==> src/rtl/useq_pkg.sv <==
package useq_pkg;

   typedef enum logic [1:0] {
      ACTL_ZERO     = 2'b00,
      ACTL_DISPATCH = 2'b01,
      ACTL_STEP     = 2'b10,
      ACTL_RSVD     = 2'b11
   } actl_e;

   localparam int unsigned DISP_ENTRIES  = 5;
   localparam int unsigned DISP_OPC_BITS = 6;
   localparam int unsigned DISP_TGT_BITS = 4;

   // opcode key of dispatch entry idx
   function automatic logic [DISP_OPC_BITS-1:0] disp_opcode(input int unsigned idx);
      case (idx)
         0:       disp_opcode = 6'b000000;  // register-register
         1:       disp_opcode = 6'b000100;  // branch on equal
         2:       disp_opcode = 6'b001101;  // or immediate
         3:       disp_opcode = 6'b100011;  // load word
         default: disp_opcode = 6'b101011;  // store word
      endcase
   endfunction

   // micro-address of dispatch entry idx
   function automatic logic [DISP_TGT_BITS-1:0] disp_target(input int unsigned idx);
      case (idx)
         0:       disp_target = 4'b0100;
         1:       disp_target = 4'b0011;
         2:       disp_target = 4'b0110;
         3:       disp_target = 4'b1000;
         default: disp_target = 4'b1011;
      endcase
   endfunction

endpackage

==> src/rtl/useq_dispatch.sv <==
module useq_dispatch #(
   parameter int unsigned OPC_W = 6,
   parameter int unsigned UPC_W = 4,
   parameter int unsigned N_ENT = useq_pkg::DISP_ENTRIES
) (
   input  logic [OPC_W-1:0] opcode,
   output logic [UPC_W-1:0] target,
   output logic             hit
);
   import useq_pkg::*;

   if (OPC_W < DISP_OPC_BITS) begin : g_bad_opc
      $error("useq_dispatch: OPC_W below dispatch key width");
   end
   if (UPC_W < DISP_TGT_BITS) begin : g_bad_upc
      $error("useq_dispatch: UPC_W below dispatch target width");
   end
   if (N_ENT < 1 || N_ENT > DISP_ENTRIES) begin : g_bad_ent
      $error("useq_dispatch: N_ENT out of range");
   end

   logic [N_ENT-1:0] match;
   logic [UPC_W-1:0] tgt_masked [N_ENT];

   for (genvar gi = 0; gi < N_ENT; gi++) begin : g_entry
      assign match[gi]      = (opcode == OPC_W'(disp_opcode(gi)));
      assign tgt_masked[gi] = match[gi] ? UPC_W'(disp_target(gi)) : '0;
   end

   always_comb begin
      target = '0;
      for (int i = 0; i < int'(N_ENT); i++) begin
         target = target | tgt_masked[i];
      end
   end

   assign hit = |match;

endmodule

==> src/rtl/useq_incr.sv <==
module useq_incr #(
   parameter int unsigned UPC_W = 4
) (
   input  logic [UPC_W-1:0] cur,
   output logic [UPC_W-1:0] nxt
);
   if (UPC_W < 1) begin : g_bad_w
      $error("useq_incr: UPC_W must be positive");
   end

   // carry out dropped: the top address wraps to zero
   assign nxt = cur + UPC_W'(1);

endmodule

==> src/rtl/useq_next_sel.sv <==
module useq_next_sel #(
   parameter int unsigned UPC_W = 4
) (
   input  logic [1:0]       ctl,
   input  logic [UPC_W-1:0] step_addr,
   input  logic [UPC_W-1:0] disp_addr,
   input  logic             disp_hit,
   output logic [UPC_W-1:0] next_addr,
   output logic             bad_dispatch
);
   import useq_pkg::*;

   actl_e sel;
   assign sel = actl_e'(ctl);

   always_comb begin
      next_addr    = '0;
      bad_dispatch = 1'b0;
      case (sel)
         ACTL_STEP: next_addr = step_addr;
         ACTL_DISPATCH: begin
            if (disp_hit) begin
               next_addr = disp_addr;
            end else begin
               bad_dispatch = 1'b1;
            end
         end
         default: next_addr = '0;  // zero and reserved
      endcase
   end

endmodule

==> src/rtl/useq_next_addr.sv <==
module useq_next_addr #(
   parameter int unsigned UPC_W = 4,
   parameter int unsigned OPC_W = 6
) (
   input  logic             clk,
   input  logic             rst,
   input  logic [1:0]       addr_ctl,
   input  logic [OPC_W-1:0] opcode,
   output logic [UPC_W-1:0] uaddr,
   output logic             illegal_op
);
   logic [UPC_W-1:0] upc_q;
   logic             ill_q;
   logic [UPC_W-1:0] step_addr;
   logic [UPC_W-1:0] disp_addr;
   logic             disp_hit;
   logic [UPC_W-1:0] next_addr;
   logic             bad_dispatch;

   useq_incr #(.UPC_W(UPC_W)) u_incr (
      .cur (upc_q),
      .nxt (step_addr)
   );

   useq_dispatch #(.OPC_W(OPC_W), .UPC_W(UPC_W)) u_disp (
      .opcode (opcode),
      .target (disp_addr),
      .hit    (disp_hit)
   );

   useq_next_sel #(.UPC_W(UPC_W)) u_sel (
      .ctl          (addr_ctl),
      .step_addr    (step_addr),
      .disp_addr    (disp_addr),
      .disp_hit     (disp_hit),
      .next_addr    (next_addr),
      .bad_dispatch (bad_dispatch)
   );

   always_ff @(posedge clk) begin
      if (rst) begin
         upc_q <= '0;
         ill_q <= 1'b0;
      end else begin
         upc_q <= next_addr;
         ill_q <= bad_dispatch;
      end
   end

   assign uaddr      = upc_q;
   assign illegal_op = ill_q;

endmodule

==> config.mk <==
export PLATFORM = sky130hd
export DESIGN_NAME = useq_next_addr
export DESIGN_NICKNAME = d
export VERILOG_FILES = /design/src/rtl/useq_pkg.sv /design/src/rtl/useq_dispatch.sv /design/src/rtl/useq_incr.sv /design/src/rtl/useq_next_sel.sv /design/src/rtl/useq_next_addr.sv
export SDC_FILE = /design/constraint.sdc
export NUM_CORES = 1
export LEC_CHECK = 0
export ABC_AREA = 0
export CAP_MARGIN = 40
export CORE_AREA = 2 2 39 41
export CTS_CLUSTER_SIZE = 28
export DETAILED_ROUTE_END_ITERATION = 7
export DIE_AREA = 0 0 41 43
export GPL_ROUTABILITY_DRIVEN = 0
export GPL_TIMING_DRIVEN = 0
export HOLD_SLACK_MARGIN = 0.05
export PLACE_DENSITY_LB_ADDON = 0.05
export SETUP_SLACK_MARGIN = 0.02
export SLEW_MARGIN = 20
export SYNTH_ARGS = -nofsm -noshare
export SYNTH_HDL_FRONTEND = slang
export SYNTH_SLANG_ARGS = --single-unit
export TNS_END_PERCENT = 10
==> constraint.sdc <==
create_clock -name clk -period 1.55 [get_ports clk]
set_input_delay 0.31 -clock clk [delete_from_list [all_inputs] [get_ports clk]]
set_output_delay 0.31 -clock clk [all_outputs]
set_load 0.02 [all_outputs]
* Word-level counts from Yosys, hierarchy flattened
Index checks and enable logic that the tools add are counted.
** Word-level totals
- Flip-flop bits (word level) :: 5
- Input bits :: 10
- Output and inout port bits :: 5
- Logic and storage cells :: 25
** Cells by class
- Bitwise logic cells :: 5
- Reduce and logical (&&, ||, !) cells :: 3
- Add/sub/neg operators :: 1
- Muxes and demuxes :: 8
- Equal/unequal tests :: 6
** Operator list (count)
- $or A4 B4 Y4 :: 4
- $eq A6 B6 Y1 const B :: 2
- $mux W4 :: 3
- $pmux W4 S2 :: 1
- $eq A6 B3 Y1 const B :: 1
- $eq A6 B4 Y1 const B :: 1
- $logic_not A6 Y1 :: 1
- $mux W3 :: 2
- $reduce_or A5 Y1 :: 1
- $add A4 B1 Y4 const B :: 1
- $eq A2 B1 Y1 const B :: 1
- $eq A2 B2 Y1 const B :: 1
- $mux W2 :: 1
- $reduce_or A2 Y1 :: 1
- $mux W1 :: 1
- $not A1 Y1 :: 1

* Logic depth before layout (Yosys ltp)
Gate-level depths: netlist of the first run.
- Word-level depth :: 8
- Gate-level depth with buffers :: 5
- Gate-level depth less buffers :: 5

* By module
From an unflattened synthesis of the first run, not the netlist that was laid out.
** Unflattened totals
- Cell total of the unflattened synthesis :: 45
- Area, all modules :: 381.6 sq um
** Modules (own cells, without submodules)
- useq_next_addr :: area each 131.4 sq um, instances 1, sequential area each 100.1 sq um, cells an instance 10
- useq_dispatch :: area each 115.1 sq um, instances 1, sequential area each 0.0 sq um, cells an instance 17
- useq_next_sel :: area each 91.3 sq um, instances 1, sequential area each 0.0 sq um, cells an instance 13
- useq_incr :: area each 43.8 sq um, instances 1, sequential area each 0.0 sq um, cells an instance 5

* Worst setup path before layout of the first run
Ideal clock, no wire load.
- Path type :: in2reg
- Start point :: input addr_ctl[1]
- End point :: register upc_q[0], in the netlist uaddr[0]
- Path buffers :: 0
- Data required time :: 1.462 ns
- Setup time :: 0.088 ns
- Stages on the path :: 5
- Arrival :: 1.122 ns
- Slack :: 0.340 ns
- Cell sequence :: inv_1 ha_1 nor2b_1 nand4_1 a311oi_2
** Between the ends
- Cells in the longest elaborated chain, start to end :: 2
- Elaborated cells on any way between the ends :: 3
- Those cells by class :: eq/ne (2); mux (1)
** Ends and longest elaborated chain
- from (decl) :: RTL line useq_next_addr.sv:7 : input logic [1:0] addr_ctl,
- $eq A2 B1 Y1 or $eq A2 B2 Y1 (tied branches) :: RTL line useq_next_sel.sv:19 : case (sel)
- $pmux W4 S2 (*) :: RTL line useq_next_sel.sv:19
- to (signal assigned) :: RTL line useq_next_addr.sv:45 : upc_q <= next_addr;
- to (decl) :: RTL line useq_next_addr.sv:12 : logic [UPC_W-1:0] upc_q;
Mark *: on every way between the ends. The rest lies on a longest branch, timed or not.
A chain may end at the register's enable or synchronous reset.

* Final worst setup path of the first run
- Start point :: register ill_q, in the netlist illegal_op
- End point :: output illegal_op
** RTL lines
- from (decl) :: RTL line useq_next_addr.sv:13 : logic ill_q;
- from (signal assigned) :: RTL line useq_next_addr.sv:46 : ill_q <= bad_dispatch;
- to (decl) :: RTL line useq_next_addr.sv:10 : output logic illegal_op
No word-level cell between the ends.

==> results of run 1 <==
timing repair:
item                                    in CTS  in global routing
endpoints found under the setup margin       4                  5
cloned                                       0                  0
resized for setup                            4                  4
synthesized netlist by cell type:
library cell	n
dfxtp_1	5
nor2_1	4
ha_1	3
inv_1	3
nand2_1	3
nand3_1	3
o21ai_0	3
nand2b_1	2
xor2_1	2
a21boi_0	1
a311oi_2	1
a32oi_1	1
and3_2	1
and4b_4	1
nand3_2	1
nand4_1	1
nor2b_1	1
nor3_1	1
o211ai_1	1
o2bb2ai_1	1
xnor2_1	1
routing by layer:
metal	part of all wire [%]	vias up	global-route usage, %
li1	-	182	-
met1	43	151	11.2
met2	50	11	17.8
met3	6.3	0	3.14
met4	0	0	10.0
met5	0	-	0
cell families (layout without fill, tap and decap cells):
family	count (synthesis)	after routing	synth area share (%)
xor+xnor	3	3	7.72
compound gates	8	8	18.4
simple gates	18	18	30.1
buf+inv	3	21	3.31
fa+ha+maj	3	3	11.0
flops	5	5	29.4
layout make-up:
class	count	area share, %
Inverter	3	2.08
Sequential cell	5	18.5
Timing Repair Buffer	14	25.7
Tap cell	16	3.70
Clock buffer	4	4.86
Multi-Input combinational cell	32	45.1
worst max-delay path by stage:
stage                 from    endpoint  cells after the start
2_1_floorplan  addr_ctl[1]    uaddr[0]                      5
3_3_place_gp   addr_ctl[0]    uaddr[0]                      5
3_5_place_dp   addr_ctl[0]    uaddr[0]                      5
4_1_cts           uaddr[3]    uaddr[3]                      1
5_1_grt        addr_ctl[0]    uaddr[1]                      6
6_report        illegal_op  illegal_op                      1
state kept, by name (all words and copies together) (netlist names):
signal / flops
illegal_op: 1
uaddr: 4
power by group through the flow:
stage,sequential [mW],clock (mW),combinational [mW]
3_5_place_dp,0.136,0,0.0701
5_1_grt,0.134,0.171,0.0833
4_1_cts,0.134,0.159,0.0701
6_report,0.133,0.152,0.0749
3_3_place_gp,0.136,0,0.0687
2_1_floorplan,0.139,0,0.0266
==> impl_metrics.csv, run 1 <==
group,metric,value,unit
status,status,"finished, final reports clean",
worst_setup_path,r2r-end,"uaddr[2]",
route,wl,780,um
global_routing,grt_first_pass_wirelength,1290,um
synthesis,syn-num-nets,53,
floorplan,core_area,1380,um^2
sta,finalCriticalPeriod,1.44,ns
place,dp.cells,70,
sta,min_period_over_period,92.6,%
power_and_ir_drop,p_total,360,uW
synthesis,syn_inst,40,
synthesis,yosysTopAreaCellShare,29.4,%
worst_setup_path,critPathCaptureType,"output pin",
synthesis,syn_area,340,um^2
route,drc,0,
worst_setup_path,required,1.24,ns
final_layout,utilization,39.1,%
cts,clkTransAtPathRegs,0.05,ns
sta,slew_headroom,84.4,%
power_and_ir_drop,powerDensity,666,nW/um^2
sta,tightest_slew,0.233,ns
final_layout,drive_gt1_share,15.5,%
cts,holdBufCountCts,0,
synthesis,ys_warn_count,0,
route,via_per_inst,4.65,
sta,fmaxAchievable,697,MHz
floorplan,die_w,41,um
power_and_ir_drop,peakVddDrop,0.133,mV
power_and_ir_drop,power.switching,89.9,uW
worst_setup_path,cp_num_buf_inv,1,
final_layout,nets,72,
sta,layout_setup_ws,0.115,ns
power_and_ir_drop,internal_power,270,uW
worst_setup_path,path_max_fanout,1,
sta,setup-tns-final,0,ns
sta,finalHoldViolCount,0,
power_and_ir_drop,swShare,25.0,%
sta,fin_skew,0.00469,ns
worst_setup_path,regToRegSetupSlack,0.55,ns
floorplan,die_y,43,um
synthesis,synth-seq-area-share,29.4,%
worst_setup_path,critPathTopFamily,"buffers and inverters",
final_layout,final_common_cell,"clkdlybuf4s50_1",
floorplan,io_pins,15,
worst_hold_path,min_from,"uaddr[3]",
power_and_ir_drop,clkPwrFrac,42.1,%
synthesis,avgSynthCellArea,8.51,um^2
route,first_iter_violations,1,
worst_setup_path,crit_type,"reg2out",
final_layout,n_antenna_cell,0,
cts,ctsHtreeMaxLevel,1,
final_layout,n_fill_cell,141,
worst_setup_path,crit_slowest_cell,"clkdlybuf4s50_1",
sta,slew_violations,0,
route,post_drt_wl_per_cell,10.5,um
synthesis,synth.area.top_cells,"dfxtp_1, ha_1, xor2_1, nand3_1, o21ai_0",
place,preCtsSetupSlack,-0.266,ns
cts,clk_latency,0.24,ns
worst_hold_path,worstHoldPathCells,2,
global_routing,grt_max_degree,7,
floorplan,rows,14,
place,portBuffers,14,
global_routing,grt.total_usage,11.3,%
cts,clock-sinks,5,
route,ant_nets,0,
run,drv_cap,0,
place,place_hpwl,629,um
global_routing,grt_pass1_vias,338,
cts,root_buffer,"clkbuf_4",
final_layout,regArea,100,um^2
worst_setup_path,worstPathArrival,1.13,ns
worst_hold_path,hold_end,"uaddr[3]",
floorplan,die_area,1760,um^2
worst_setup_path,cp_cell_sequence,"clkdlybuf4s50_1",
final_layout,areaGrowthSynthToFinish,58.8,%
synthesis,ys_ff_latch,5,
worst_setup_path,cp-start-kind,"register",
sta,rsz0062_at_grt,"no",
route,drtPass1Iterations,2,
cts,cts_buffers,3,
place,placed_area,500,um^2
worst_setup_path,r2r_cells,4,
worst_setup_path,r2r-start,"uaddr[0]",
synthesis,synth_top_area_cell,"dfxtp_1",
global_routing,grt.overflow.total,0,
power_and_ir_drop,seq_power_share,37.1,%
sta,final-setup-viol-count,0,
cts,postCtsSetupRepairBufs,0,
synthesis,ys_types,21,
cts,clockBufferDepth,2,
global_routing,antenna_found_initial,0,
cts,cts_tree,"done",
worst_setup_path,max_stage_delay,0.59,ns
final_layout,final_cell_mix,"clkdlybuf4s50_1, dfxtp_1",
worst_hold_path,min_path_type,"reg2reg",
sta,worst_hold_slack,0.572,ns
floorplan,start_util,24.6,%
final_layout,fin_area,541,um^2
route,vias,344,
power_and_ir_drop,comb_power_share,20.8,%
power_and_ir_drop,p_leak,0.237,nW
final_layout,multiInputGateArea,244,um^2
final_layout,final_cells,74,
Note: power is estimated with default switching activity, not from simulation.
==> run 2: changes to the inputs <==
--- a/config.mk
+++ b/config.mk
@@ -16,7 +16,6 @@
 export HOLD_SLACK_MARGIN = 0.05
 export PLACE_DENSITY_LB_ADDON = 0.05
 export SETUP_SLACK_MARGIN = 0.02
-export SLEW_MARGIN = 20
 export SYNTH_ARGS = -nofsm -noshare
 export SYNTH_HDL_FRONTEND = slang
 export SYNTH_SLANG_ARGS = --single-unit
==> results of run 2 <==
No change in the layout: final DEF, timing and power equal those of run 1.
==> run 3: changes to the inputs <==
--- a/config.mk
+++ b/config.mk
@@ -6,6 +6,7 @@
 export NUM_CORES = 1
 export LEC_CHECK = 0
 export ABC_AREA = 0
+export ABC_CLOCK_PERIOD_IN_PS = 1550
 export CAP_MARGIN = 40
 export CORE_AREA = 2 2 39 41
 export CTS_CLUSTER_SIZE = 28
==> results of run 3 <==
No change in the layout: final DEF, timing and power equal those of run 1.
